## src/rtl/chan_pkg.sv

```systemverilog
package chan_pkg;

    typedef enum logic [2:0] {
        SND_IDLE,
        SND_TEST,
        SND_TICK,
        SND_WRITE,
        SND_RAISE,
        SND_DONE
    } snd_state_t;

    typedef enum logic [2:0] {
        RCV_IDLE,
        RCV_TEST,
        RCV_TICK,
        RCV_COPY,
        RCV_LOWER,
        RCV_DONE
    } rcv_state_t;

    // Width of a down-counter that must hold the larger of two reload values.
    function automatic int unsigned wait_cnt_width(input int unsigned a, input int unsigned b);
        int unsigned m;
        m = (a > b) ? a : b;
        return (m < 2) ? 1 : $clog2(m);
    endfunction

endpackage

```

## src/rtl/chan_slot.sv

```systemverilog
module chan_slot #(
    parameter int unsigned DATA_W = 8
) (
    input  logic              clk,
    input  logic              rst_n,
    input  logic              wr_en_i,
    input  logic [DATA_W-1:0] wr_data_i,
    input  logic              flag_set_i,
    input  logic              flag_clr_i,
    output logic [DATA_W-1:0] slot_o,
    output logic              flag_o
);

    logic [DATA_W-1:0] slot_q;
    logic              flag_q;

    // Message word: written only by the sender.
    always_ff @(posedge clk or negedge rst_n) begin
        if (!rst_n) begin
            slot_q <= '0;
        end else if (wr_en_i) begin
            slot_q <= wr_data_i;
        end
    end

    // Pending flag: the sender raises it, the receiver lowers it.
    always_ff @(posedge clk or negedge rst_n) begin
        if (!rst_n) begin
            flag_q <= 1'b0;
        end else if (flag_set_i) begin
            flag_q <= 1'b1;
        end else if (flag_clr_i) begin
            flag_q <= 1'b0;
        end
    end

    assign slot_o = slot_q;
    assign flag_o = flag_q;

endmodule

```

## src/rtl/chan_send_ctl.sv

```systemverilog
module chan_send_ctl
    import chan_pkg::*;
#(
    parameter int unsigned DATA_W        = 8,
    parameter int unsigned TICK_CYCLES   = 2,
    parameter int unsigned ASSIGN_CYCLES = 1
) (
    input  logic              clk,
    input  logic              rst_n,
    input  logic              start_i,
    input  logic [DATA_W-1:0] data_i,
    input  logic              flag_i,
    output logic              done_o,
    output logic              wr_en_o,
    output logic [DATA_W-1:0] wr_data_o,
    output logic              flag_set_o
);

    localparam int unsigned CW = wait_cnt_width(TICK_CYCLES, ASSIGN_CYCLES);
    localparam logic [CW-1:0] TICK_LOAD   = CW'(TICK_CYCLES - 1);
    localparam logic [CW-1:0] ASSIGN_LOAD = CW'(ASSIGN_CYCLES - 1);

    snd_state_t        state, state_nx;
    logic [CW-1:0]     cnt, cnt_nx;
    logic [DATA_W-1:0] hold, hold_nx;
    logic              cnt_zero;

    assign cnt_zero = (cnt == '0);

    // State register.
    always_ff @(posedge clk or negedge rst_n) begin
        if (!rst_n) begin
            state <= SND_IDLE;
            cnt   <= '0;
            hold  <= '0;
        end else begin
            state <= state_nx;
            cnt   <= cnt_nx;
            hold  <= hold_nx;
        end
    end

    // Next state.
    always_comb begin
        state_nx = state;
        cnt_nx   = cnt;
        hold_nx  = hold;
        unique case (state)
            SND_IDLE: begin
                if (start_i) begin
                    state_nx = SND_TEST;
                    hold_nx  = data_i;
                end
            end
            SND_TEST: begin
                // The branch is fixed here, from this cycle's flag alone.
                if (flag_i) begin
                    state_nx = SND_TICK;
                    cnt_nx   = TICK_LOAD;
                end else begin
                    state_nx = SND_WRITE;
                    cnt_nx   = ASSIGN_LOAD;
                end
            end
            SND_TICK: begin
                if (cnt_zero) state_nx = SND_TEST;
                else          cnt_nx   = cnt - 1'b1;
            end
            SND_WRITE: begin
                if (cnt_zero) begin
                    state_nx = SND_RAISE;
                    cnt_nx   = ASSIGN_LOAD;
                end else begin
                    cnt_nx = cnt - 1'b1;
                end
            end
            SND_RAISE: begin
                if (cnt_zero) state_nx = SND_DONE;
                else          cnt_nx   = cnt - 1'b1;
            end
            SND_DONE: state_nx = SND_IDLE;
            default:  state_nx = SND_IDLE;
        endcase
    end

    // Outputs.
    always_comb begin
        done_o     = 1'b0;
        wr_en_o    = 1'b0;
        flag_set_o = 1'b0;
        wr_data_o  = hold;
        unique case (state)
            SND_WRITE: wr_en_o    = cnt_zero;
            SND_RAISE: flag_set_o = cnt_zero;
            SND_DONE:  done_o     = 1'b1;
            SND_IDLE, SND_TEST, SND_TICK: ;
            default: ;
        endcase
    end

endmodule

```

## src/rtl/chan_recv_ctl.sv

```systemverilog
module chan_recv_ctl
    import chan_pkg::*;
#(
    parameter int unsigned DATA_W        = 8,
    parameter int unsigned TICK_CYCLES   = 2,
    parameter int unsigned ASSIGN_CYCLES = 1
) (
    input  logic              clk,
    input  logic              rst_n,
    input  logic              start_i,
    input  logic              flag_i,
    input  logic [DATA_W-1:0] slot_i,
    output logic              done_o,
    output logic              flag_clr_o,
    output logic [DATA_W-1:0] data_o
);

    localparam int unsigned CW = wait_cnt_width(TICK_CYCLES, ASSIGN_CYCLES);
    localparam logic [CW-1:0] TICK_LOAD   = CW'(TICK_CYCLES - 1);
    localparam logic [CW-1:0] ASSIGN_LOAD = CW'(ASSIGN_CYCLES - 1);

    rcv_state_t        state, state_nx;
    logic [CW-1:0]     cnt, cnt_nx;
    logic [DATA_W-1:0] data_q;
    logic              cnt_zero;
    logic              copy_en;

    assign cnt_zero = (cnt == '0);

    // State register.
    always_ff @(posedge clk or negedge rst_n) begin
        if (!rst_n) begin
            state <= RCV_IDLE;
            cnt   <= '0;
        end else begin
            state <= state_nx;
            cnt   <= cnt_nx;
        end
    end

    // Destination word.
    always_ff @(posedge clk or negedge rst_n) begin
        if (!rst_n) begin
            data_q <= '0;
        end else if (copy_en) begin
            data_q <= slot_i;
        end
    end

    // Next state.
    always_comb begin
        state_nx = state;
        cnt_nx   = cnt;
        unique case (state)
            RCV_IDLE: begin
                if (start_i) state_nx = RCV_TEST;
            end
            RCV_TEST: begin
                if (!flag_i) begin
                    state_nx = RCV_TICK;
                    cnt_nx   = TICK_LOAD;
                end else begin
                    state_nx = RCV_COPY;
                    cnt_nx   = ASSIGN_LOAD;
                end
            end
            RCV_TICK: begin
                if (cnt_zero) state_nx = RCV_TEST;
                else          cnt_nx   = cnt - 1'b1;
            end
            RCV_COPY: begin
                if (cnt_zero) begin
                    state_nx = RCV_LOWER;
                    cnt_nx   = ASSIGN_LOAD;
                end else begin
                    cnt_nx = cnt - 1'b1;
                end
            end
            RCV_LOWER: begin
                if (cnt_zero) state_nx = RCV_DONE;
                else          cnt_nx   = cnt - 1'b1;
            end
            RCV_DONE: state_nx = RCV_IDLE;
            default:  state_nx = RCV_IDLE;
        endcase
    end

    // Outputs.
    always_comb begin
        done_o     = 1'b0;
        flag_clr_o = 1'b0;
        copy_en    = 1'b0;
        unique case (state)
            RCV_COPY:  copy_en    = cnt_zero;
            RCV_LOWER: flag_clr_o = cnt_zero;
            RCV_DONE:  done_o     = 1'b1;
            RCV_IDLE, RCV_TEST, RCV_TICK: ;
            default: ;
        endcase
    end

    assign data_o = data_q;

endmodule

```

## src/rtl/probe_channel.sv

```systemverilog
module probe_channel #(
    parameter int unsigned DATA_W        = 8,
    parameter int unsigned TICK_CYCLES   = 2,
    parameter int unsigned ASSIGN_CYCLES = 1
) (
    input  logic              clk,
    input  logic              rst_n,
    input  logic              snd_start,
    input  logic [DATA_W-1:0] snd_data,
    output logic              snd_done,
    input  logic              rcv_start,
    output logic [DATA_W-1:0] rcv_data,
    output logic              rcv_done,
    output logic              msg_pending
);

    logic              w_buf_we;
    logic [DATA_W-1:0] w_buf_wdata;
    logic [DATA_W-1:0] w_slot;
    logic              w_flag;
    logic              w_flag_set;
    logic              w_flag_clr;

    chan_slot #(.DATA_W(DATA_W)) u_slot (
        .clk        (clk),
        .rst_n      (rst_n),
        .wr_en_i    (w_buf_we),
        .wr_data_i  (w_buf_wdata),
        .flag_set_i (w_flag_set),
        .flag_clr_i (w_flag_clr),
        .slot_o     (w_slot),
        .flag_o     (w_flag)
    );

    chan_send_ctl #(
        .DATA_W        (DATA_W),
        .TICK_CYCLES   (TICK_CYCLES),
        .ASSIGN_CYCLES (ASSIGN_CYCLES)
    ) u_send (
        .clk        (clk),
        .rst_n      (rst_n),
        .start_i    (snd_start),
        .data_i     (snd_data),
        .flag_i     (w_flag),
        .done_o     (snd_done),
        .wr_en_o    (w_buf_we),
        .wr_data_o  (w_buf_wdata),
        .flag_set_o (w_flag_set)
    );

    chan_recv_ctl #(
        .DATA_W        (DATA_W),
        .TICK_CYCLES   (TICK_CYCLES),
        .ASSIGN_CYCLES (ASSIGN_CYCLES)
    ) u_recv (
        .clk        (clk),
        .rst_n      (rst_n),
        .start_i    (rcv_start),
        .flag_i     (w_flag),
        .slot_i     (w_slot),
        .done_o     (rcv_done),
        .flag_clr_o (w_flag_clr),
        .data_o     (rcv_data)
    );

    assign msg_pending = w_flag;

endmodule

```

## config.mk

```make
export PLATFORM = sky130hd
export DESIGN_NAME = probe_channel
export DESIGN_NICKNAME = d
export VERILOG_FILES = /design/src/rtl/chan_pkg.sv /design/src/rtl/chan_slot.sv /design/src/rtl/chan_send_ctl.sv /design/src/rtl/chan_recv_ctl.sv /design/src/rtl/probe_channel.sv
export SDC_FILE = /design/constraint.sdc
export NUM_CORES = 1
export LEC_CHECK = 0
export BUFFER_PORTS_ARGS = -buffer_cell sky130_fd_sc_hd__clkbuf_2
export CAP_MARGIN = 40
export CORE_MARGIN = 2
export CORE_UTILIZATION = 45
export CTS_BUF_LIST = sky130_fd_sc_hd__clkbuf_8
export DETAILED_ROUTE_END_ITERATION = 6
export PLACE_DENSITY = 0.77
export SYNTH_ARGS = -nofsm -noshare
export SYNTH_HDL_FRONTEND = slang
export SYNTH_SLANG_ARGS = --single-unit
```

## constraint.sdc

```tcl
create_clock -name clk -period 1.4 [get_ports clk]
set_input_delay 0.35 -clock clk [delete_from_list [all_inputs] [get_ports clk]]
set_output_delay 0.35 -clock clk [all_outputs]
set_load 0.05 [all_outputs]
```

==> impl_metrics.env <==
export IMPL_setup_violations=19
export IMPL_setup_tns_final_ps=-865.7
export IMPL_endpoint_kind="flop"
export IMPL_drt_iter0_drc=23
export IMPL_clk_path_buf_depth=2
export IMPL_nets=156
export IMPL_first_global_vias=1034
export IMPL_syn_avg_cell_area_sq_um=14.12
export IMPL_p_per_area_nw_per_um2=2613
export IMPL_cp_arrival_ps=1630
export IMPL_hpwl_um=1859
export IMPL_grt_usage_pct=19.55
export IMPL_numCtsBuffers=5
export IMPL_cap_violations=0
export IMPL_vias=962
export IMPL_syn_num_nets=111
export IMPL_rows=20
export IMPL_post_route_cell_area_sq_um=1976
export IMPL_ir_drop_uv=1314
export IMPL_period_needed_ps=1461
export IMPL_final_common_cell="dfrtp_1"
export IMPL_syn_area_sq_um=1398
export IMPL_drc=0
export IMPL_cts_tree="built"
export IMPL_ios=23
export IMPL_wl_per_cell_um=17.43
export IMPL_hold_path_class="input port to flop"
export IMPL_cts_sinks=33
export IMPL_slew_viol_final=0
export IMPL_violations="setup timing"
export IMPL_grt_pass1_wl_um=4857
export IMPL_drive_gt1_share_pct=62.07
export IMPL_finClkSkew_ps=3.826
export IMPL_fin_crit_sh_pct=104.4
export IMPL_place_area_sq_um=1633
export IMPL_grt_overflow_total=0
export IMPL_antenna_found_initial=0
export IMPL_die_area_sq_um=3568
export IMPL_final_antenna_net_count=0
export IMPL_rsz0062_at_grt="true"
export IMPL_die_w_um=59.73
export IMPL_worst_slew_pin_slew_ps=407.8
export IMPL_coreArea_sq_um=3003
export IMPL_synthDistinctLibCells=27
export IMPL_fmax_ghz=0.6845
export IMPL_power_mw=5.162
export IMPL_routed_wl_um=3102
export IMPL_start_kind="flop"
export IMPL_static_leakage_power_nw=0.9448
export IMPL_port_buffers=22
export IMPL_report_final_hold_viol_count=0
export IMPL_antennaDiodeCount=0
export IMPL_gp_congestion=0.7436
export IMPL_yosysWarnings=0
export IMPL_clk_latency_ps=290
export IMPL_fin_ws_ps=-60.99
export IMPL_htree_levels=2
export IMPL_start_util_pct=46.54
export IMPL_ys_ff_latch=33
export IMPL_syn_inst=99
export IMPL_dr_pass1_iters=4
export IMPL_grt_max_degree=20
export IMPL_synthToLayoutAreaGrowth_pct=41.36
export IMPL_layout_common_cells="dfrtp_1 (28), clkbuf_2 (19), mux2_4 (16)"
export IMPL_synth_seq_area_share_pct=59.09
export IMPL_whs_ps=300.2
export IMPL_maxSlewHeadroom_pct=72.81
export IMPL_cts_root_buffer="clkbuf_8"
export IMPL_critical_path_required_ps=1570
export IMPL_viasPerCell=5.404
export IMPL_die_y_um=59.73
export IMPL_clk_pin_slew_ps=60
export IMPL_outcome="finished, violations left"
export IMPL_cp_max_fo=8
export IMPL_path_class="flop to flop"
[Yosys cell counts]
master / count / area (sq um)
dfrtp_1: 33 / 825.8
nand2_1: 2 / 7.510
clkbuf_1: 1 / 3.750
nand2b_1: 3 / 18.77
o211ai_1: 1 / 7.510
o21ai_0: 2 / 10.01
a211o_1: 1 / 8.760
o32ai_1: 1 / 8.760
clkbuf_2: 1 / 5.000
nor3b_1: 1 / 7.510
nor2_1: 5 / 18.77
nand3_1: 1 / 5.000
o21bai_1: 1 / 7.510
and4_1: 1 / 8.760
o31ai_1: 1 / 7.510
mux2_2: 25 / 281.5
nor3_1: 1 / 5.000
a21o_1: 2 / 15.01
buf_2: 2 / 10.01
mux2i_1: 3 / 30.03
nor4b_4: 1 / 23.77
xnor2_1: 2 / 17.52
buf_6: 2 / 22.52
xor2_1: 1 / 8.760
a21oi_1: 1 / 5.000
inv_1: 3 / 11.26
nor3_4: 1 / 16.27
[worst max-delay path: stages (launching register included)]
cell,delay [ps]
dfrtp_2,420
buf_6,130
nor4b_4,280
buf_6,200
mux2_4,310
[cell type report]
| type | instances | area (sq um) |
|---|---|---|
| sequential | 33 | 832.0 |
| clock inverter | 1 | 5.005 |
| clock buffer | 7 | 96.34 |
| inverter | 3 | 11.26 |
| tap | 33 | 41.29 |
| fill | 242 | 1027 |
| timing repair buffer | 44 | 370.4 |
| multi-input combinational | 57 | 619.3 |
[registers in the layout (all words and copies together), names as in the netlist]
signal	count
u_recv.cnt	1
u_recv.data_o	8
u_recv.state	3
u_send.cnt	1
u_send.state	3
u_send.wr_data_o	8
u_slot.flag_o	1
u_slot.slot_o	8
[routing by layer]
metal	GRT usage [%]	vias up	part of all wire, %
met1	21.71	482	40
li1	-	433	-
met5	0	-	0
met4	8.889	0	3.4
met3	8.442	10	4.8
met2	32.30	37	52
[through the flow]
step	std cells	worst slack, ps	utilization [%]
after floorplan	99	-43.18	-
after global placement	159	21.34	54.37
after detailed placement	159	-24.35	54.37
after CTS	176	-53.96	62.96
after global routing	178	-133.2	65.79
final	178	-60.99	65.79
[final timing paths]
path	start	end	depth (start not counted)	slack (ps)
max	u_send.state[2]$_DFFE_PN0P_	u_send.wr_data_o[4]$_DFFE_PN0P_	4	-60
min	snd_data[0]	u_send.wr_data_o[0]$_DFFE_PN0P_	2	300
max reg2reg	u_send.state[2]$_DFFE_PN0P_	u_send.wr_data_o[4]$_DFFE_PN0P_	4	-60
min reg2reg	u_recv.data_o[7]$_DFFE_PN0P_	u_recv.data_o[7]$_DFFE_PN0P_	1	510
max in group asynchronous	rst_n	u_send.state[2]$_DFFE_PN0P_	3	440
min in group asynchronous	rst_n	u_recv.state[1]$_DFFE_PN0P_	2	520
[kinds of logic after synthesis]
logic type | Yosys count | synth area share (%)
AO/OA/AOI/OAI | 10 | 5.014
XOR/XNOR | 3 | 1.880
buffers and inverters | 9 | 3.759
flip-flops | 33 | 59.09
multiplexers | 28 | 22.29
AND/OR/NAND/NOR | 16 | 7.968
[where the power goes]
part	switching, mW	total (mW)	internal (mW)
sequential	0.338	1.78	1.44
clock	0.343	0.786	0.444
combinational	1.28	2.60	1.32
total	1.96	5.16	3.20
[repair_timing]
action | CTS | global route
hold endpoints to repair | 14 | 0
setup buffers | 8 | 1
pin swaps | 1 | 1
resized for setup | 23 | 17
setup endpoints to repair | 19 | 27
hold buffers | 1 | 0
cloned | 0 | 1
Power figures use the tool's default switching activity.
